## src/rtl/iox_pkg.sv

```systemverilog
// Shared types for the serial port expander.
// Assumes an 8-bit control byte with fixed field positions.
package iox_pkg;
    localparam int CTRL_W = 8;
    localparam int ADDR_W = 3;

    typedef enum logic [1:0] {
        FMT_LOAD = 2'b00,
        FMT_DIR  = 2'b01,
        FMT_SET  = 2'b10,
        FMT_CLR  = 2'b11
    } fmt_e;

    typedef enum logic [1:0] {
        CMP_EQ = 2'b00,
        CMP_NE = 2'b01,
        CMP_GT = 2'b10,
        CMP_LT = 2'b11
    } cmp_e;

    typedef struct packed {
        logic [ADDR_W-1:0] addr;
        logic              wr;
        fmt_e              fmt;
        cmp_e              mode;
    } ctrl_t;
endpackage

```

## src/rtl/iox_shift.sv

```systemverilog
// Serial engine: detects SCK edges in the system clock domain, assembles the
// 16-bit frame, serialises the compare flag and the pin snapshot on MISO.
// Assumes cs_n/sck/mosi are synchronous to clk, SCK idles low, and each
// SCK half period spans at least two clk cycles.
module iox_shift
    import iox_pkg::*;
#(
    parameter int PORT_W  = 8,
    localparam int FRAME_W = CTRL_W + PORT_W,
    localparam int CNT_W   = $clog2(FRAME_W + 1)
) (
    input  logic               clk,
    input  logic               rst_n,
    input  logic               cs_n,
    input  logic               sck,
    input  logic               mosi,
    input  logic               flag,
    input  logic [ADDR_W-1:0]  dev_addr,
    input  logic [PORT_W-1:0]  snap_in,
    output logic               miso,
    output logic               miso_oe,
    output logic               frame_done,
    output logic [FRAME_W-1:0] frame,
    output logic [CNT_W-1:0]   bit_cnt
);
    logic              cs_q;
    logic              sck_q;
    logic              addr_ok;
    logic [PORT_W-1:0] tx;
    logic              miso_q;

    logic start, sel, rise, fall, in_frame, in_data, ctrl_last;
    assign sel       = !cs_n;
    assign start     = sel && cs_q;
    assign rise      = sel && !start && sck && !sck_q;
    assign fall      = sel && !start && !sck && sck_q;
    assign in_frame  = bit_cnt < CNT_W'(FRAME_W);
    assign in_data   = bit_cnt >= CNT_W'(CTRL_W);
    assign ctrl_last = fall && (bit_cnt == CNT_W'(CTRL_W - 1));

    // Remember previous chip-select and SCK levels for edge detection.
    always_ff @(posedge clk) begin
        if (!rst_n) begin
            cs_q  <= 1'b1;
            sck_q <= 1'b0;
        end else begin
            cs_q  <= cs_n;
            sck_q <= sck;
        end
    end

    // Count received bits and shift MOSI in on falling SCK edges.
    always_ff @(posedge clk) begin
        if (!rst_n) begin
            bit_cnt <= '0;
            frame   <= '0;
        end else if (!sel) begin
            bit_cnt <= '0;
        end else if (fall && in_frame) begin
            bit_cnt <= bit_cnt + 1'b1;
            frame   <= {frame[FRAME_W-2:0], mosi};
        end
    end

    // Pulse once when the last bit of a full frame arrives.
    always_ff @(posedge clk) begin
        if (!rst_n) frame_done <= 1'b0;
        else        frame_done <= fall && (bit_cnt == CNT_W'(FRAME_W - 1));
    end

    // Judge the address as the control byte completes.
    always_ff @(posedge clk) begin
        if (!rst_n || !sel)
            addr_ok <= 1'b0;
        else if (ctrl_last)
            addr_ok <= (frame[CTRL_W-2 -: ADDR_W] == dev_addr);
    end

    // Snapshot the pins after the control byte, then shift them out.
    always_ff @(posedge clk) begin
        if (!rst_n)
            tx <= '0;
        else if (ctrl_last)
            tx <= snap_in;
        else if (rise && in_data && in_frame)
            tx <= {tx[PORT_W-2:0], 1'b0};
    end

    // Drive the flag from select onward, then the snapshot bits.
    always_ff @(posedge clk) begin
        if (!rst_n)
            miso_q <= 1'b0;
        else if (start)
            miso_q <= flag;
        else if (rise && in_data && in_frame)
            miso_q <= tx[PORT_W-1];
    end

    assign miso    = miso_q;
    assign miso_oe = sel && (!in_data || addr_ok);
endmodule

```

## src/rtl/iox_cmp.sv

```systemverilog
// Masked comparator: output pins are zeroed on both sides before the
// selected relation between the pins and the reference is evaluated.
// Assumes direction bit 1 marks an output pin.
module iox_cmp
    import iox_pkg::*;
#(
    parameter int PORT_W = 8
) (
    input  logic [PORT_W-1:0] pins,
    input  logic [PORT_W-1:0] dir,
    input  logic [PORT_W-1:0] ref_val,
    input  cmp_e              mode,
    output logic              flag
);
    logic [PORT_W-1:0] lhs;
    logic [PORT_W-1:0] rhs;

    for (genvar i = 0; i < PORT_W; i++) begin : g_mask
        assign lhs[i] = pins[i]    & ~dir[i];
        assign rhs[i] = ref_val[i] & ~dir[i];
    end

    // Select the relation named by the stored compare mode.
    always_comb begin
        unique case (mode)
            CMP_EQ: flag = (lhs == rhs);
            CMP_NE: flag = (lhs != rhs);
            CMP_GT: flag = (lhs >  rhs);
            CMP_LT: flag = (lhs <  rhs);
            default: flag = 1'b0;
        endcase
    end
endmodule

```

## src/rtl/iox_regs.sv

```systemverilog
// Register bank: commits a completed, address-matched frame to the output,
// direction and compare registers and stores its compare selection.
// Assumes frame is stable while done is high.
module iox_regs
    import iox_pkg::*;
#(
    parameter int PORT_W  = 8,
    localparam int FRAME_W = CTRL_W + PORT_W
) (
    input  logic               clk,
    input  logic               rst_n,
    input  logic               done,
    input  logic [FRAME_W-1:0] frame,
    input  logic [ADDR_W-1:0]  dev_addr,
    output logic [PORT_W-1:0]  data_q,
    output logic [PORT_W-1:0]  dir_q,
    output logic [PORT_W-1:0]  ref_q,
    output cmp_e               mode_q
);
    ctrl_t             ctrl;
    logic [PORT_W-1:0] payload;
    assign ctrl    = ctrl_t'(frame[FRAME_W-1 -: CTRL_W]);
    assign payload = frame[PORT_W-1:0];

    // Apply the decoded operation once per accepted frame.
    always_ff @(posedge clk) begin
        if (!rst_n) begin
            data_q <= '0;
            dir_q  <= '0;
            ref_q  <= '0;
            mode_q <= CMP_EQ;
        end else if (done && (ctrl.addr == dev_addr)) begin
            mode_q <= ctrl.mode;
            if (ctrl.wr) begin
                unique case (ctrl.fmt)
                    FMT_LOAD: data_q <= payload;
                    FMT_DIR:  dir_q  <= payload;
                    FMT_SET:  data_q <= data_q | payload;
                    FMT_CLR:  data_q <= data_q & ~payload;
                    default:  data_q <= data_q;
                endcase
            end else begin
                ref_q <= payload;
            end
        end
    end
endmodule

```

## src/rtl/iox_spi_port.sv

```systemverilog
// Top level: SPI-addressed 8-bit bidirectional port with masked compare.
// Assumes SPI inputs synchronous to clk; MISO leaves as data plus enable.
module iox_spi_port
    import iox_pkg::*;
#(
    parameter int PORT_W = 8,
    localparam int FRAME_W = CTRL_W + PORT_W,
    localparam int CNT_W   = $clog2(FRAME_W + 1)
) (
    input  logic              clk,
    input  logic              rst_n,
    input  logic [ADDR_W-1:0] dev_addr,
    input  logic              spi_cs_n,
    input  logic              spi_sck,
    input  logic              spi_mosi,
    output logic              spi_miso,
    output logic              spi_miso_oe,
    input  logic [PORT_W-1:0] port_in,
    output logic [PORT_W-1:0] port_out,
    output logic [PORT_W-1:0] port_oe
);
    logic               frame_done;
    logic [FRAME_W-1:0] frame;
    logic [CNT_W-1:0]   bit_cnt;
    logic               cmp_flag;
    logic [PORT_W-1:0]  data_q, dir_q, ref_q;
    cmp_e               mode_q;

    iox_shift #(.PORT_W(PORT_W)) u_shift (
        .clk(clk), .rst_n(rst_n), .cs_n(spi_cs_n), .sck(spi_sck),
        .mosi(spi_mosi), .flag(cmp_flag), .dev_addr(dev_addr),
        .snap_in(port_in), .miso(spi_miso), .miso_oe(spi_miso_oe),
        .frame_done(frame_done), .frame(frame), .bit_cnt(bit_cnt)
    );

    iox_cmp #(.PORT_W(PORT_W)) u_cmp (
        .pins(port_in), .dir(dir_q), .ref_val(ref_q), .mode(mode_q),
        .flag(cmp_flag)
    );

    iox_regs #(.PORT_W(PORT_W)) u_regs (
        .clk(clk), .rst_n(rst_n), .done(frame_done), .frame(frame),
        .dev_addr(dev_addr), .data_q(data_q), .dir_q(dir_q),
        .ref_q(ref_q), .mode_q(mode_q)
    );

    assign port_out = data_q;
    assign port_oe  = dir_q;
endmodule

```

## config.mk

```make
export PLATFORM = sky130hd
export DESIGN_NAME = iox_spi_port
export DESIGN_NICKNAME = d
export VERILOG_FILES = /design/src/rtl/iox_pkg.sv /design/src/rtl/iox_shift.sv /design/src/rtl/iox_cmp.sv /design/src/rtl/iox_regs.sv /design/src/rtl/iox_spi_port.sv
export SDC_FILE = /design/constraint.sdc
export NUM_CORES = 1
export LEC_CHECK = 0
export ABC_AREA = 1
export BUFFER_PORTS_ARGS = -buffer_cell sky130_fd_sc_hd__clkbuf_2
export CAP_MARGIN = 10
export CORE_MARGIN = 1.5
export CORE_UTILIZATION = 55
export DETAILED_ROUTE_END_ITERATION = 8
export MAX_ROUTING_LAYER = met4
export PLACE_DENSITY = 0.76
export SLEW_MARGIN = 20
export SYNTH_ARGS = -nofsm -noshare
export SYNTH_HDL_FRONTEND = slang
export SYNTH_SLANG_ARGS = --single-unit
```

## constraint.sdc

```tcl
create_clock -name clk -period 2.13 [get_ports clk]
set_input_delay 0.213 -clock clk [delete_from_list [all_inputs] [get_ports clk]]
set_output_delay 0.213 -clock clk [all_outputs]
set_load 0.03 [all_outputs]
```

==> results.py, run 1 <==
metrics = {
    "global_routing": {
        "grt_max_degree": 38,
        "grt_pass1_vias": 2296,
        "grt_pass1_wl_mm": 10.1,
        "antenna_found_initial": 0,
        "track_usage": 0.246,
        "grt_overflow": 0,
    },
    "final_layout": {
        "drive_above_1_share": 0.183,
        "diodes": 0,
        "final_cells": 488,
        "nets": 442,
        "area_delta_synth_final_pct": 14.3,
    },
    "die": {
        "die_area_um2": 5590,
        "ioPinCount": 34,
        "die_y_um": 74.8,
        "start_util": 0.585,
        "rows": 25,
        "die_w_um": 74.8,
        "coreArea_um2": 4850,
    },
    "clock_tree": {
        "cts_tree": "yes",
        "cts_resized": 0,
        "cts_root_buf": "clkbuf_8",
        "cts.sinks": 60,
        "clk_latency_ns": 0.34,
        "htreeDepth": 3,
        "cts_buffers": 9,
        "cts_hold_buf": 0,
        "cts.reportedPaths.clkPinSlew_ns": 0.07,
        "cts_setup_buffers": 0,
        "clock_path_buffers": 2,
    },
    "detailed_routing": {
        "ant_nets": 0,
        "routedWlPerCell_um": 12.3,
        "vias": 2524,
        "firstDrtPassIters": 4,
        "viasPerCell": 5.17,
        "drtIter0Drc": 146,
        "drc_errors": 0,
        "wirelength_mm": 6.00,
    },
    "synth": {
        "netlist_area_um2": 2830,
        "ys_ff_latch": 60,
        "synthFlopType": "dfxtp_1",
        "synth_cell_type_count": 33,
        "async_flop_share": 0,
        "synth_top_cell_by_area": "dfxtp_1",
        "syn-mean-instance-area_um2": 7.46,
        "yosysWarnings": 0,
        "syn_inst": 380,
        "synth_edf_count": 0,
        "synth_top_area_frac": 0.424,
        "ys_seq_area_frac": 0.424,
        "synthTopCellsByArea": "dfxtp_1 42%, a21oi_1 9.4%, nand2_1 7.4%, o21ai_0 5.3%, inv_1 5.2%",
        "synth_most_common_cell": "dfxtp_1",
        "syn_nets": 406,
        "synthTopCellsByCount": "60 x dfxtp_1, 56 x nand2_1, 53 x a21oi_1",
    },
    "sta": {
        "post-route-min-period_ns": 1.58,
        "slew_violations": 0,
        "worstMarginPinSlew_ns": 0.355,
        "setup_tns_ns": 0,
        "finClkSkew_ns": 0.00670,
        "setup_violations": 0,
        "fmax_mhz": 632,
        "relSlewSlack": 0.763,
        "finalHoldViolCount": 0,
        "post-route-period-util": 0.742,
        "worst_slack_ns": 0.549,
        "rsz0062_at_grt": "false",
    },
    "hold_path": {
        "hp-class": "in2reg",
    },
    "setup_path": {
        "cp_data_required_time_ns": 2.37,
        "cp-startpoint": "u_shift.bit_cnt[0]$_SDFFE_PP0P_",
        "reg2reg_to": "u_shift.tx[1]$_SDFFE_PN0P_",
        "rrSetupSlack_ns": 0.55,
        "reg2regPathDepth": 8,
        "setup.worst_path.start_class": "flop",
        "worst-setup-path-type": "reg2reg",
        "cp-end-kind": "flop",
        "crit_end": "u_shift.tx[1]$_SDFFE_PN0P_",
        "r2r-start": "u_shift.bit_cnt[0]$_SDFFE_PP0P_",
        "arrival_ns": 1.82,
        "critPathMaxFanout": 9,
    },
    "placement": {
        "routabilityCongestion": 0.785,
        "dpl.hpwl_mm": 4.27,
        "dp_cells": 472,
        "pre_cts_ws_ns": 0.576,
        "port_buffers": 33,
    },
    "pwr": {
        "max-vdd-ir-drop_mv": 0.476,
        "power_density_nw_per_um2": 703,
        "p_leak_nw": 1.34,
    },
    "run_status": {
        "outcome": "finished clean",
    },
    "run": {
        "cap_violations": 0,
    },
}
==> flip-flops by register name, indices dropped and copies added, names as in the netlist <==
signal / count
u_shift.miso: 1
u_regs.dir_q: 8
u_shift.frame_done: 1
u_shift.tx: 8
u_shift.cs_q: 1
u_shift.bit_cnt: 5
u_regs.mode_q: 2
u_shift.frame: 16
u_shift.addr_ok: 1
u_regs.ref_q: 8
u_shift.sck_q: 1
u_regs.data_q: 8
==> critical path, cell delays in order (launching register included) <==
cell,delay (ns)
dfxtp_1,0.36
ha_1,0.18
nand2_1,0.13
nor3_4,0.34
inv_2,0.17
nand3_1,0.12
o211ai_2,0.09
nand2_1,0.06
inv_1,0.04
==> how the worst min path moves through the flow <==
stage          slack (ns)  depth (start not counted)                  endpoint    start
5_1_grt              0.12                          3  u_shift.sck_q$_SDFF_PN0_  spi_sck
3_3_place_gp         0.43                          3  u_shift.sck_q$_SDFF_PN0_  spi_sck
3_5_place_dp         0.44                          3  u_shift.sck_q$_SDFF_PN0_  spi_sck
6_report             0.09                          3  u_shift.sck_q$_SDFF_PN0_  spi_sck
2_1_floorplan        0.31                          2  u_shift.sck_q$_SDFF_PN0_  spi_sck
4_1_cts              0.08                          3  u_shift.sck_q$_SDFF_PN0_  spi_sck
==> final cells by class <==
cell class              instances  area [µm²]
clock buffers                  11         151
clock inverters                 5        50.0
fillers                       442        1610
inverters                      49         189
multi-input cells             260        1380
flip-flops and latches         60        1200
well taps                      67        83.8
repair buffers                 36         188
==> logic make-up after synthesis <==
| kind of cell | synth area share |
|---|---|
| fa+ha+maj | 0.0442 |
| compound gates | 0.230 |
| buf+inv | 0.0909 |
| flops | 0.424 |
| simple gates | 0.199 |
| xor+xnor | 0.0124 |
==> per-layer routing <==
layer  up-vias  track usage  wire (µm)
met5         -            -          0
met4         0        0.123         79
met3         6       0.0455        269
met2        61        0.374       2590
met1      1115        0.314       3070
li1       1342            -          -
==> power by group <==
| group | switching (mW) | total, mW | internal [mW] |
|---|---|---|---|
| Combinational | 0.0684 | 0.109 | 0.0410 |
| Clock | 0.436 | 1.03 | 0.595 |
| Sequential | 0.00629 | 1.14 | 1.13 |
==> cells in the final DEF, fill, tap and decap left out, drive strengths merged, types with 2 or more instances in the layout <==
master,n
nand3,19
clkinv,5
o211ai,9
nor3,2
a21oi,56
xnor2,3
nor2,44
nand2,59
dfxtp,60
clkbuf,44
o21ai,53
buf,3
inv,48
ha,10
==> per-stage QoR <==
step	utilization	cell area (µm²)	total power [mW]	hold WS [ns]
6_report	0.668	3240	2.28	0.0923
5_1_grt	0.668	3240	2.34	0.119
4_1_cts	0.668	3240	2.29	0.0767
3_5_place_dp	0.626	3040	1.27	0.437
3_3_place_gp	0.626	3040	1.27	0.427
2_1_floorplan	-	2830	1.23	0.306
No activity file was read; power rests on OpenSTA's default activity.
==> inputs of run 2 (changes only) <==
--- a/config.mk
+++ b/config.mk
@@ -5,7 +5,7 @@
 export SDC_FILE = /design/constraint.sdc
 export NUM_CORES = 1
 export LEC_CHECK = 0
-export ABC_AREA = 1
+export ABC_AREA = 0
 export BUFFER_PORTS_ARGS = -buffer_cell sky130_fd_sc_hd__clkbuf_2
 export CAP_MARGIN = 10
 export CORE_MARGIN = 1.5
==> constraint.sdc (replaced) <==
create_clock -name clk -period 1.5 [get_ports clk]
set_input_delay 0.15 -clock clk [delete_from_list [all_inputs] [get_ports clk]]
set_output_delay 0.15 -clock clk [all_outputs]
set_load 0.03 [all_outputs]
==> results.py, run 2 <==
metrics = {
    "sta": {
        "setup_tns_ns": -3.37,
        "rsz0062_at_grt": "true",
        "finalHoldViolCount": 0,
        "timing.hold.ws_ns": 0.0397,
        "relSlewSlack": 0.741,
        "worst_slack_ns": -0.465,
        "post-route-min-period_ns": 1.96,
        "worstMarginPinSlew_ns": 0.389,
        "setup_violations": 39,
        "finClkSkew_ns": 0.00399,
        "fmax_mhz": 509,
        "slew_violations": 0,
        "post-route-period-util": 1.31,
    },
    "synth": {
        "synthFlopType": "dfxtp_1",
        "synth_top_area_frac": 0.449,
        "synth_fa_ha_area_frac": 0.0468,
        "yosys.area_share.simple": 0.221,
        "netlist_area_um2": 2680,
        "syn-mean-instance-area_um2": 8.95,
        "synth_mux_area_frac": 0.0711,
        "syn_nets": 325,
        "synthTopCellsByArea": "dfxtp_1 45%, mux2i_1 7.1%, nand2_1 6.2%, a21oi_1 4.9%, ha_1 4.7%",
        "yosysWarnings": 0,
        "synth_edf_count": 0,
        "synth_xor_area_frac": 0.0295,
        "synth_cell_type_count": 39,
        "synth_most_common_cell": "dfxtp_1",
        "synth_top_cell_by_area": "dfxtp_1",
        "synth_compound_area_frac": 0.149,
        "ys_seq_area_frac": 0.449,
        "async_flop_share": 0,
        "synthTopCellsByCount": "60 x dfxtp_1, 44 x nand2_1, 32 x nor2_1",
        "synth_top_family_by_area": "simple AND/OR/NAND/NOR gates",
        "ys_ff_latch": 60,
        "syn_inst": 299,
    },
    "setup_path": {
        "critPathMaxFanout": 3,
        "crit_path_top_delay_cell": "dfxtp_4",
        "setup.worst_path.start_class": "flop",
        "cp-end-kind": "flop",
        "arrival_ns": 2.22,
        "critical-path-max-stage-delay_ns": 0.35,
        "worst-setup-path-type": "reg2reg",
        "cp_data_required_time_ns": 1.76,
        "rrSetupSlack_ns": -0.46,
        "path_cells": "nand2b_4 -> ha_4 -> a211o_1 -> a31o_2 -> a311o_1 -> o31a_1 -> a211oi_1",
    },
    "final_layout": {
        "nets": 403,
        "diodes": 0,
        "final_common_cell": "dfxtp_1",
        "largest_reg_flops": 16,
        "drive_above_1_share": 0.370,
        "register_area_um2": 1220,
        "fill_cells": 316,
        "stdcell_area_um2": 3610,
        "final_cell_mix": "50 x dfxtp_1, 43 x nand2_1, 42 x buf_4",
        "area_delta_synth_final_pct": 34.8,
        "final_cells": 435,
        "max_flop_register": "u_shift.frame",
        "multi_input_area_um2": 1550,
    },
    "clock_tree": {
        "clock_path_buffers": 2,
        "htreeDepth": 3,
        "cts_buffers": 9,
        "cts.reportedPaths.clkPinSlew_ns": 0.06,
        "cts_hold_buf": 0,
        "cts_tree": "yes",
        "cts.sinks": 60,
        "clk_latency_ns": 0.34,
        "cts_root_buf": "clkbuf_8",
    },
    "detailed_routing": {
        "ant_nets": 0,
        "firstDrtPassIters": 4,
        "drc_errors": 0,
        "viasPerCell": 5.56,
        "wirelength_mm": 6.61,
        "vias": 2420,
        "routedWlPerCell_um": 15.2,
        "drtIter0Drc": 118,
    },
    "run": {
        "cap_violations": 0,
    },
    "die": {
        "coreArea_um2": 4690,
        "start_util": 0.570,
        "die_y_um": 72.7,
        "die_area_um2": 5290,
        "die_w_um": 72.7,
        "ioPinCount": 34,
        "rows": 25,
    },
    "global_routing": {
        "grt_max_degree": 36,
        "grt_pass1_vias": 2319,
        "grt_overflow": 0,
        "grt_pass1_wl_mm": 10.8,
        "antenna_found_initial": 0,
        "track_usage": 0.280,
    },
    "pwr": {
        "power_density_nw_per_um2": 874,
        "p_total_mw": 3.15,
        "p_leak_nw": 1.47,
        "max-vdd-ir-drop_mv": 0.734,
    },
    "placement": {
        "port_buffers": 33,
        "place_area_um2": 3270,
        "dp_cells": 417,
        "routabilityCongestion": 0.884,
        "dpl.hpwl_mm": 4.66,
    },
    "run_status": {
        "violations": "setup timing",
        "outcome": "finished, violations left",
    },
    "hold_path": {
        "hp-class": "in2reg",
    },
}
run 2: cell type report:
cell class | count | share of cell area
inverters | 6 | 0.00624
well taps | 54 | 0.0187
multi-input cells | 218 | 0.428
repair buffers | 82 | 0.157
clock buffers | 14 | 0.0506
clock inverters | 1 | 0.00139
flip-flops and latches | 60 | 0.337
run 2: critical path: cells and delay by family, from the launching register on:
family	cells	cell delay, ns
fa+ha+maj	1	0.23
simple gates	1	0.14
compound gates	5	1.17
flops	1	0.35
run 2: what timing repair did:
| action | 4_1_cts | 5_1_grt |
|---|---|---|
| gates cloned | 1 | 0 |
| pin swaps | 13 | 13 |
| buffers inserted | 2 | 2 |
| setup endpoints to repair | 41 | 52 |
| resized for setup | 17 | 25 |
run 2: worst paths after layout:
path                                startpoint                            end  cells after the start
setup / recovery  u_regs.dir_q[5]$_SDFFE_PN0P_      u_shift.miso$_SDFFE_PN0P_                      7
hold / removal                        spi_mosi  u_shift.frame[0]$_SDFFE_PN0P_                      3
setup reg to reg  u_regs.dir_q[5]$_SDFFE_PN0P_      u_shift.miso$_SDFFE_PN0P_                      7
hold reg to reg     u_shift.tx[3]$_SDFFE_PN0P_     u_shift.tx[3]$_SDFFE_PN0P_                      2
run 2: per-stage QoR:
stage | utilization | setup WS [ns]
after floorplan | - | -0.463
after detailed placement | 0.697 | -0.461
final | 0.769 | -0.465
after global placement | 0.697 | -0.437
after global routing | 0.769 | -0.515
after CTS | 0.751 | -0.474
run 2: per-layer routing:
| metal | track usage | wire length (µm) |
|---|---|---|
| met2 | 0.456 | 3230 |
| met5 | - | 0 |
| met1 | 0.334 | 3000 |
| met4 | 0.126 | 125 |
| met3 | 0.0580 | 244 |
run 2: report_power, final:
group	internal (mW)	switching, mW
Sequential	1.60	0.00310
Combinational	0.0819	0.0974
Clock	0.769	0.604
run 2: cell families (layout without fill, tap and decap cells):
group           after synthesis  count (layout)
mux                          19              19
flops                        60              60
compound gates               61              61
fa+ha+maj                    10              10
simple gates                119             119
xor+xnor                      9               9
buf+inv                      21             103
==> inputs of run 3 (changes only) <==
--- a/config.mk
+++ b/config.mk
@@ -8,11 +8,11 @@
 export ABC_AREA = 0
 export BUFFER_PORTS_ARGS = -buffer_cell sky130_fd_sc_hd__clkbuf_2
 export CAP_MARGIN = 10
-export CORE_MARGIN = 1.5
-export CORE_UTILIZATION = 55
+export CORE_MARGIN = 4
+export CORE_UTILIZATION = 51
 export DETAILED_ROUTE_END_ITERATION = 8
 export MAX_ROUTING_LAYER = met4
-export PLACE_DENSITY = 0.76
+export PLACE_DENSITY = 0.74
 export SLEW_MARGIN = 20
 export SYNTH_ARGS = -nofsm -noshare
 export SYNTH_HDL_FRONTEND = slang
==> constraint.sdc (replaced) <==
create_clock -name clk -period 1.73 [get_ports clk]
set_input_delay 0.173 -clock clk [delete_from_list [all_inputs] [get_ports clk]]
set_output_delay 0.173 -clock clk [all_outputs]
set_load 0.03 [all_outputs]
==> results.py, run 3 (synthesis gave the netlist of run 2 again) <==
metrics = {
    "run_status": {
        "outcome": "finished, violations left",
        "violations": "setup timing",
    },
    "clock_tree": {
        "cts_hold_buf": 0,
        "cts_buffers": 9,
        "cts.sinks": 60,
        "cts_root_buf": "clkbuf_8",
        "htreeDepth": 3,
        "clock_path_buffers": 2,
        "cts.reportedPaths.clkPinSlew_ns": 0.06,
        "cts_tree": "yes",
        "clk_latency_ns": 0.34,
    },
    "run": {
        "cap_violations": 0,
    },
    "sta": {
        "finalHoldViolCount": 0,
        "slew_violations": 0,
        "setup_tns_ns": -0.254,
        "post-route-min-period_ns": 1.98,
        "timing.hold.ws_ns": 0.0811,
        "worstMarginPinSlew_ns": 0.448,
        "post-route-period-util": 1.15,
        "rsz0062_at_grt": "true",
        "fmax_mhz": 504,
        "relSlewSlack": 0.701,
        "setup_violations": 1,
        "worst_slack_ns": -0.254,
        "finClkSkew_ns": 0.00805,
    },
    "setup_path": {
        "setup.worst_path.start_class": "flop",
        "arrival_ns": 2.24,
        "worst-setup-path-type": "reg2reg",
        "critPathMaxFanout": 4,
        "cp_data_required_time_ns": 1.99,
        "cp-end-kind": "flop",
    },
    "placement": {
        "port_buffers": 33,
        "routabilityCongestion": 0.751,
        "dpl.hpwl_mm": 4.30,
        "dp_cells": 414,
    },
    "final_layout": {
        "area_delta_synth_final_pct": 24.5,
        "final_cells": 428,
        "nets": 381,
        "utilization": 0.652,
        "final_cell_mix": "53 x dfxtp_1, 44 x nand2_1, 33 x clkbuf_2",
        "diodes": 0,
        "drive_above_1_share": 0.271,
        "largest_reg_flops": 16,
        "max_flop_register": "u_shift.frame",
        "final_common_cell": "dfxtp_1",
    },
    "die": {
        "ioPinCount": 34,
        "die_area_um2": 6470,
        "die_w_um": 80.4,
        "die_y_um": 80.4,
        "rows": 26,
        "start_util": 0.524,
        "coreArea_um2": 5110,
    },
    "pwr": {
        "p_leak_nw": 1.31,
        "max-vdd-ir-drop_mv": 0.441,
        "power_density_nw_per_um2": 770,
    },
    "global_routing": {
        "track_usage": 0.208,
        "grt_pass1_wl_mm": 9.97,
        "grt_max_degree": 43,
        "antenna_found_initial": 0,
        "grt_overflow": 0,
        "grt_pass1_vias": 2138,
    },
    "detailed_routing": {
        "routedWlPerCell_um": 14.3,
        "firstDrtPassIters": 4,
        "drc_errors": 0,
        "ant_nets": 0,
        "viasPerCell": 5.30,
        "wirelength_mm": 6.13,
        "drtIter0Drc": 84,
        "vias": 2268,
    },
    "hold_path": {
        "hp-class": "in2reg",
    },
}
==> run 3: cell types whose count changed in the layout (fill, tap and decap cells not counted), sizes merged <==
cell / previous run / this run
buf: 49 / 27
clkinv: 2 / 4
clkbuf: 47 / 44
==> run 3: repair_timing <==
action	CTS	global route
pin swaps	2	1
endpoints found under the setup margin	2	18
buffers inserted	0	0
gates resized for setup	2	10
==> run 3: routing by layer <==
layer  track usage  share of wire  up-vias  wire length [µm]
met5             -              0        -                 0
met4        0.0845          0.019        0               114
met1         0.254           0.47     1064              2880
met3        0.0661          0.048       13               293
li1              -              -     1150                 -
met2         0.317           0.46       41              2830
==> run 3: power breakdown <==
part	internal (mW)	total, mW	switching (mW)
Combinational	0.0595	0.136	0.0763
Sequential	1.38	1.39	0.00313
Clock	0.535	1.04	0.506
Total	1.98	2.56	0.585
==> run 3: worst max-delay path: stages (launching register included) <==
cell	delay, ns
dfxtp_4	0.35
nand2b_4	0.15
ha_4	0.23
a211o_1	0.27
a31o_2	0.23
a311o_1	0.26
o31a_1	0.25
a211oi_2	0.17
==> run 3: per-stage QoR <==
stage               power [mW]  setup slack [ns]  cell area (µm²)
finish                    2.56            -0.254             3330
CTS                       2.59            -0.263             3290
floorplan                 1.49            -0.233             2710
global route              2.65            -0.298             3330
detailed placement        1.55            -0.265             3120
global placement          1.54            -0.231             3120
==> run 3: area by class of cell <==
class                   instances  area, µm²
fillers                       453       1780
multi-input cells             218       1450
flip-flops and latches         60       1210
repair buffers                 60        397
clock buffers                  11        141
well taps                      70       87.6
inverters                       6       22.5
clock inverters                 3       15.0
==> run 3: final timing paths <==
| check | startpoint | end | depth (start not counted) | slack, ns |
|---|---|---|---|---|
| worst min-delay path | spi_mosi | u_shift.frame[0]$_SDFFE_PN0P_ | 3 | 0.08 |
| worst max register to register | u_regs.dir_q[5]$_SDFFE_PN0P_ | u_shift.miso$_SDFFE_PN0P_ | 7 | -0.25 |
| worst min register to register | u_shift.tx[6]$_SDFFE_PN0P_ | u_shift.tx[6]$_SDFFE_PN0P_ | 2 | 0.46 |
| worst max-delay path | u_regs.dir_q[5]$_SDFFE_PN0P_ | u_shift.miso$_SDFFE_PN0P_ | 7 | -0.25 |
